<file path="src/rtl/bss_pkg.sv">
package bss_pkg;
    typedef enum logic [0:0] {
        ST_IDLE = 1'b0,
        ST_WORK = 1'b1
    } state_t;
endpackage

</file>
<file path="src/rtl/bss_bit_step.sv">
module bss_bit_step #(
    parameter int HALF_W = 8
) (
    input  logic [HALF_W-1:0] hi_i,
    input  logic [HALF_W-1:0] lo_i,
    input  logic              right_i,
    input  logic              fill_i,
    output logic [HALF_W-1:0] hi_o,
    output logic [HALF_W-1:0] lo_o
);
    always_comb begin
        if (right_i) begin
            hi_o = {fill_i, hi_i[HALF_W-1:1]};
            lo_o = {hi_i[0], lo_i[HALF_W-1:1]};
        end else begin
            hi_o = {hi_i[HALF_W-2:0], lo_i[HALF_W-1]};
            lo_o = {lo_i[HALF_W-2:0], 1'b0};
        end
    end
endmodule

</file>
<file path="src/rtl/bss_byte_move.sv">
module bss_byte_move #(
    parameter int HALF_W = 8
) (
    input  logic [HALF_W-1:0] hi_i,
    input  logic [HALF_W-1:0] lo_i,
    input  logic              right_i,
    input  logic              fill_i,
    output logic [HALF_W-1:0] hi_o,
    output logic [HALF_W-1:0] lo_o
);
    always_comb begin
        if (right_i) begin
            hi_o = {HALF_W{fill_i}};
            lo_o = hi_i;
        end else begin
            hi_o = lo_i;
            lo_o = '0;
        end
    end
endmodule

</file>
<file path="src/rtl/byte_skip_shifter.sv">
module byte_skip_shifter
    import bss_pkg::*;
#(
    parameter int HALF_W = 8,
    parameter int CNT_W  = 5,
    parameter int CYC_W  = 5
) (
    input  logic                  clk,
    input  logic                  rst_n,
    input  logic                  start,
    input  logic [2*HALF_W-1:0]   operand,
    input  logic [CNT_W-1:0]      count,
    input  logic                  dir_right,
    input  logic                  arith,
    output logic                  busy,
    output logic                  done,
    output logic [2*HALF_W-1:0]   result,
    output logic [CYC_W-1:0]      cycles
);
    localparam int DATA_W = 2 * HALF_W;

    state_t st_q, st_d;

    logic [HALF_W-1:0] hi_q, lo_q;
    logic [CNT_W-1:0]  rem_q;
    logic              right_q, arith_q;
    logic [CYC_W-1:0]  run_q;

    logic              fill_bit;
    logic [HALF_W-1:0] step_hi, step_lo, move_hi, move_lo;
    logic [HALF_W-1:0] nxt_hi, nxt_lo;
    logic [CNT_W-1:0]  nxt_rem;
    logic              accept, finish;

    assign fill_bit = right_q & arith_q & hi_q[HALF_W-1];
    assign accept   = start && (st_q == ST_IDLE);
    assign busy     = (st_q == ST_WORK);

    bss_bit_step #(.HALF_W(HALF_W)) u_step (
        .hi_i    (hi_q),
        .lo_i    (lo_q),
        .right_i (right_q),
        .fill_i  (fill_bit),
        .hi_o    (step_hi),
        .lo_o    (step_lo)
    );

    bss_byte_move #(.HALF_W(HALF_W)) u_move (
        .hi_i    (hi_q),
        .lo_i    (lo_q),
        .right_i (right_q),
        .fill_i  (fill_bit),
        .hi_o    (move_hi),
        .lo_o    (move_lo)
    );

    // Pick the work done in this cycle: full fill, byte move or single step.
    always_comb begin
        if (rem_q >= CNT_W'(DATA_W)) begin
            nxt_hi  = {HALF_W{fill_bit}};
            nxt_lo  = {HALF_W{fill_bit}};
            nxt_rem = '0;
        end else if (rem_q >= CNT_W'(HALF_W)) begin
            nxt_hi  = move_hi;
            nxt_lo  = move_lo;
            nxt_rem = rem_q - CNT_W'(HALF_W);
        end else begin
            nxt_hi  = step_hi;
            nxt_lo  = step_lo;
            nxt_rem = rem_q - CNT_W'(1);
        end
        finish = (nxt_rem == '0);
    end

    always_comb begin
        st_d = st_q;
        unique case (st_q)
            ST_IDLE: if (accept && (count != '0)) st_d = ST_WORK;
            ST_WORK: if (finish) st_d = ST_IDLE;
            default: st_d = ST_IDLE;
        endcase
    end

    always_ff @(posedge clk or negedge rst_n) begin
        if (!rst_n) st_q <= ST_IDLE;
        else        st_q <= st_d;
    end

    always_ff @(posedge clk or negedge rst_n) begin
        if (!rst_n) begin
            hi_q    <= '0;
            lo_q    <= '0;
            rem_q   <= '0;
            right_q <= 1'b0;
            arith_q <= 1'b0;
            run_q   <= '0;
            done    <= 1'b0;
            result  <= '0;
            cycles  <= '0;
        end else begin
            done <= 1'b0;
            unique case (st_q)
                ST_IDLE: begin
                    if (accept) begin
                        hi_q    <= operand[DATA_W-1:HALF_W];
                        lo_q    <= operand[HALF_W-1:0];
                        rem_q   <= count;
                        right_q <= dir_right;
                        arith_q <= arith;
                        run_q   <= CYC_W'(1);
                        if (count == '0) begin
                            result <= operand;
                            done   <= 1'b1;
                            cycles <= CYC_W'(1);
                        end
                    end
                end
                ST_WORK: begin
                    hi_q  <= nxt_hi;
                    lo_q  <= nxt_lo;
                    rem_q <= nxt_rem;
                    run_q <= run_q + CYC_W'(1);
                    if (finish) begin
                        result <= {nxt_hi, nxt_lo};
                        done   <= 1'b1;
                        cycles <= run_q + CYC_W'(1);
                    end
                end
                default: ;
            endcase
        end
    end
endmodule

</file>
<file path="config.mk">
export PLATFORM = sky130hd
export DESIGN_NAME = byte_skip_shifter
export DESIGN_NICKNAME = d
export VERILOG_FILES = /design/src/rtl/bss_pkg.sv /design/src/rtl/bss_bit_step.sv /design/src/rtl/bss_byte_move.sv /design/src/rtl/byte_skip_shifter.sv
export SDC_FILE = /design/constraint.sdc
export NUM_CORES = 1
export LEC_CHECK = 0
export BUFFER_PORTS_ARGS = -buffer_cell sky130_fd_sc_hd__buf_4
export CAP_MARGIN = 20
export CORE_UTILIZATION = 51
export DETAILED_ROUTE_END_ITERATION = 8
export GPL_TIMING_DRIVEN = 1
export PLACE_DENSITY = 0.86
export SYNTH_ARGS = -nofsm -noshare
export SYNTH_HDL_FRONTEND = slang
export SYNTH_HIERARCHICAL = 1
export SYNTH_SLANG_ARGS = --single-unit
</file>
<file path="constraint.sdc">
create_clock -name clk -period 2.1 [get_ports clk]
set_input_delay 0.315 -clock clk [delete_from_list [all_inputs] [get_ports clk]]
set_output_delay 0.315 -clock clk [all_outputs]
set_load 0.02 [all_outputs]
</file>
==> impl_metrics.ini <==
[finish]
fill_cells = 440
final_core_util = 0.658
instances_no_fill = 423
fin_nets = 380
drive_gt1_frac = 0.333
n_antenna_cell = 0
area_growth_pct = 22.1
multi_input_area_mm2 = 0.00154
seq_area_mm2 = 0.00128

[floorplanning]
ios = 49
start_util = 0.539
die_w_um = 78.7
num_rows = 27
core_area_mm2 = 0.00557
dieArea_mm2 = 0.00620
die_h_um = 78.7

[critical_path]
crit_path_end_kind = flop
cp_data_required_time_ns = 2.32
crit_buf_inv = 3
worstPathArrival_ns = 2.40
crit_family = simple AND/OR/NAND/NOR gates
crit_type = reg -> reg
cpPeakStageDelay_ns = 0.52
cp_max_fo = 6
crit_path_start_kind = flop
cpMaxStageDelayCell = or4b_4
path_cells = inv_2 > ha_4 > nor2b_4 > or4b_4 > a211oi_4 > buf_6 > buf_8 > mux2i_1

[grt]
grt_max_degree = 52
grt_pass1_wl_um = 11300
grt_pass1_vias = 2325
grt_usage = 0.238
grt-ovfl-total = 0
antenna_found_initial = 0

[cts]
htreeDepth = 2
cts_made_buffers = 5
clk_path_buf_depth = 2
path_clk_slew_ns = 0.09
postCtsHoldBufs = 0
cts_tree = built
numClockSinks = 51
cts_root_buf = clkbuf_8
clkLatencyLatePin_ns = 0.30

[timing]
fmax_mhz = 459
rsz0062_at_grt = yes
finalClockSkew_ns = 0.00531
finalCritPeriodShare = 1.04
hold_violations = 0
setup_viol = 12
slew_viol_final = 0
period_needed_ns = 2.18
layout_setup_ws_ns = -0.0781
tightest_slew_ns = 0.643
finalSetupTns_ns = -0.467
slew_headroom = 0.571

[synthesis]
syn_area_mm2 = 0.00300
yosysSeqAreaShare = 0.425
synth-edff-count = 0
synth_ff_type = dfrtp_1
ys_warn_count = 6
synth_cell_types = 41
syn_nets = 324
syn_area_per_cell_um2 = 10.2
ys_ff_latch = 51
synthArstFlopShare = 1.00
synthCells = 294

[route]
antenna_left = 0
vias_per_cell = 5.62
drt_wl_total_um = 6780
first_iter_violations = 251
dr.pass1.iters = 4
vias = 2376
drc_errors = 0
avgRoutedWirePerCell_um = 16.0

[status]
violations = negative setup slack
status = finished, violations left

[place]
placedCellCount = 406
io_buffers = 48
post-dp-hpwl_um = 4510
place_ws_ns = -0.0637
gp_congestion = 0.871

[min_path]
hp-class = in -> async

[pwr]
p_leak_uw = 0.00178
power.total_uw = 7050
powerDensity_mw_per_mm2 = 1920
ir_drop_mv = 0.863

[job]
max-cap-violations = 0
[per-stage QoR]
step	hold slack (ns)	instance area [µm²]
after floorplan	0.0194	3000
after global placement	0.374	3410
after detailed placement	0.382	3410
after CTS	0.0499	3610
after global routing	0.0743	3670
final	0.0264	3670
[report_power, final]
part	total [µW]	internal, µW	switching (µW)
clock	804	476	327
combinational	4360	2140	2220
sequential	1890	1490	398
total	7050	4100	2950
[cell families (layout without fill, tap and decap cells)]
family / count (synthesis) / after routing / share of synthesized area
adders and majority gates: 4 / 4 / 0.0167
DFF: 51 / 51 / 0.425
buffers and inverters: 44 / 101 / 0.0754
muxes: 62 / 62 / 0.231
and+or+nand+nor: 72 / 72 / 0.115
AOI/OAI and AO/OA: 57 / 57 / 0.125
xor gates and xnor gates: 4 / 4 / 0.0117
[layout make-up]
cell class	count	share of cell area
multi-input combinational	199	0.421
sequential	51	0.348
timing repair buffer	69	0.146
clock inverter	2	0.0164
inverter	24	0.0246
clock buffer	6	0.0198
tap	72	0.0246
[synth_stat cells (2+ instances only)]
cell type / instances / share of area
ha_1: 4 / 0.017
o21ai_0: 18 / 0.030
buf_1: 2 / 0.0025
mux2_2: 14 / 0.052
mux2_4: 11 / 0.055
nand2b_1: 2 / 0.0042
nor2b_1: 3 / 0.0063
o22ai_1: 22 / 0.046
inv_1: 24 / 0.030
buf_2: 3 / 0.0050
nor2_1: 19 / 0.024
a21oi_1: 2 / 0.0033
a21bo_2: 3 / 0.010
o21bai_1: 2 / 0.0050
a21o_1: 2 / 0.0050
and2_1: 9 / 0.019
buf_6: 4 / 0.015
nand3_1: 3 / 0.0050
clkbuf_1: 9 / 0.011
dfrtp_1: 51 / 0.42
nand2_1: 28 / 0.035
xnor2_1: 3 / 0.0088
mux2i_1: 36 / 0.12
a31oi_1: 2 / 0.0042
nor3_1: 2 / 0.0033
[flip-flops by register name, summed over array words and instances, names as in the netlist]
signal,count
rem_q,5
hi_q,8
run_q,5
arith_q,1
right_q,1
result,16
busy,1
lo_q,8
cycles,5
done,1
[cells in the final DEF, fill, tap and decap left out, types with 3 or more instances in the layout]
cell type,synthesis,routed
buf_4,0,64
dfrtp_1,51,51
mux2i_1,36,35
nand2_1,28,28
inv_1,24,22
o22ai_1,22,22
nor2_1,19,18
o21ai_0,18,18
mux2_2,14,14
mux2_4,11,12
and2_1,9,9
clkbuf_8,0,5
nand3_1,3,3
a21bo_2,3,3
xnor2_1,3,3
ha_1,4,3
buf_6,4,3
[layer usage]
metal | global-route usage | part of all wire | vias up | wire, µm
li1 | - | - | 1120 | -
met1 | 0.316 | 0.44 | 1160 | 3010
met2 | 0.388 | 0.48 | 79 | 3260
met3 | 0.0425 | 0.052 | 17 | 354
met4 | 0.0870 | 0.024 | 0 | 162
met5 | 0 | 0 | - | 0
[final timing paths]
| check | from | to | slack [ns] | cells after the start |
|---|---|---|---|---|
| setup / recovery | rem_q[1] | result[9] | -0.08 | 8 |
| setup reg to reg | rem_q[1] | result[9] | -0.08 | 8 |
| min in group clk | dir_right | right_q | 0.26 | 2 |
| hold reg to reg | run_q[4] | run_q[4] | 0.52 | 1 |
| max in group asynchronous | rst_n | hi_q[5] | 1.64 | 1 |
| hold / removal | rst_n | cycles[1] | 0.03 | 1 |
[timing repair]
action / in CTS / in global routing
gates cloned: 1 / 1
gates resized for setup: 11 / 6
setup buffers: 3 / 3
endpoints found under the setup margin: 16 / 16
(Power assumes the default switching activity.)
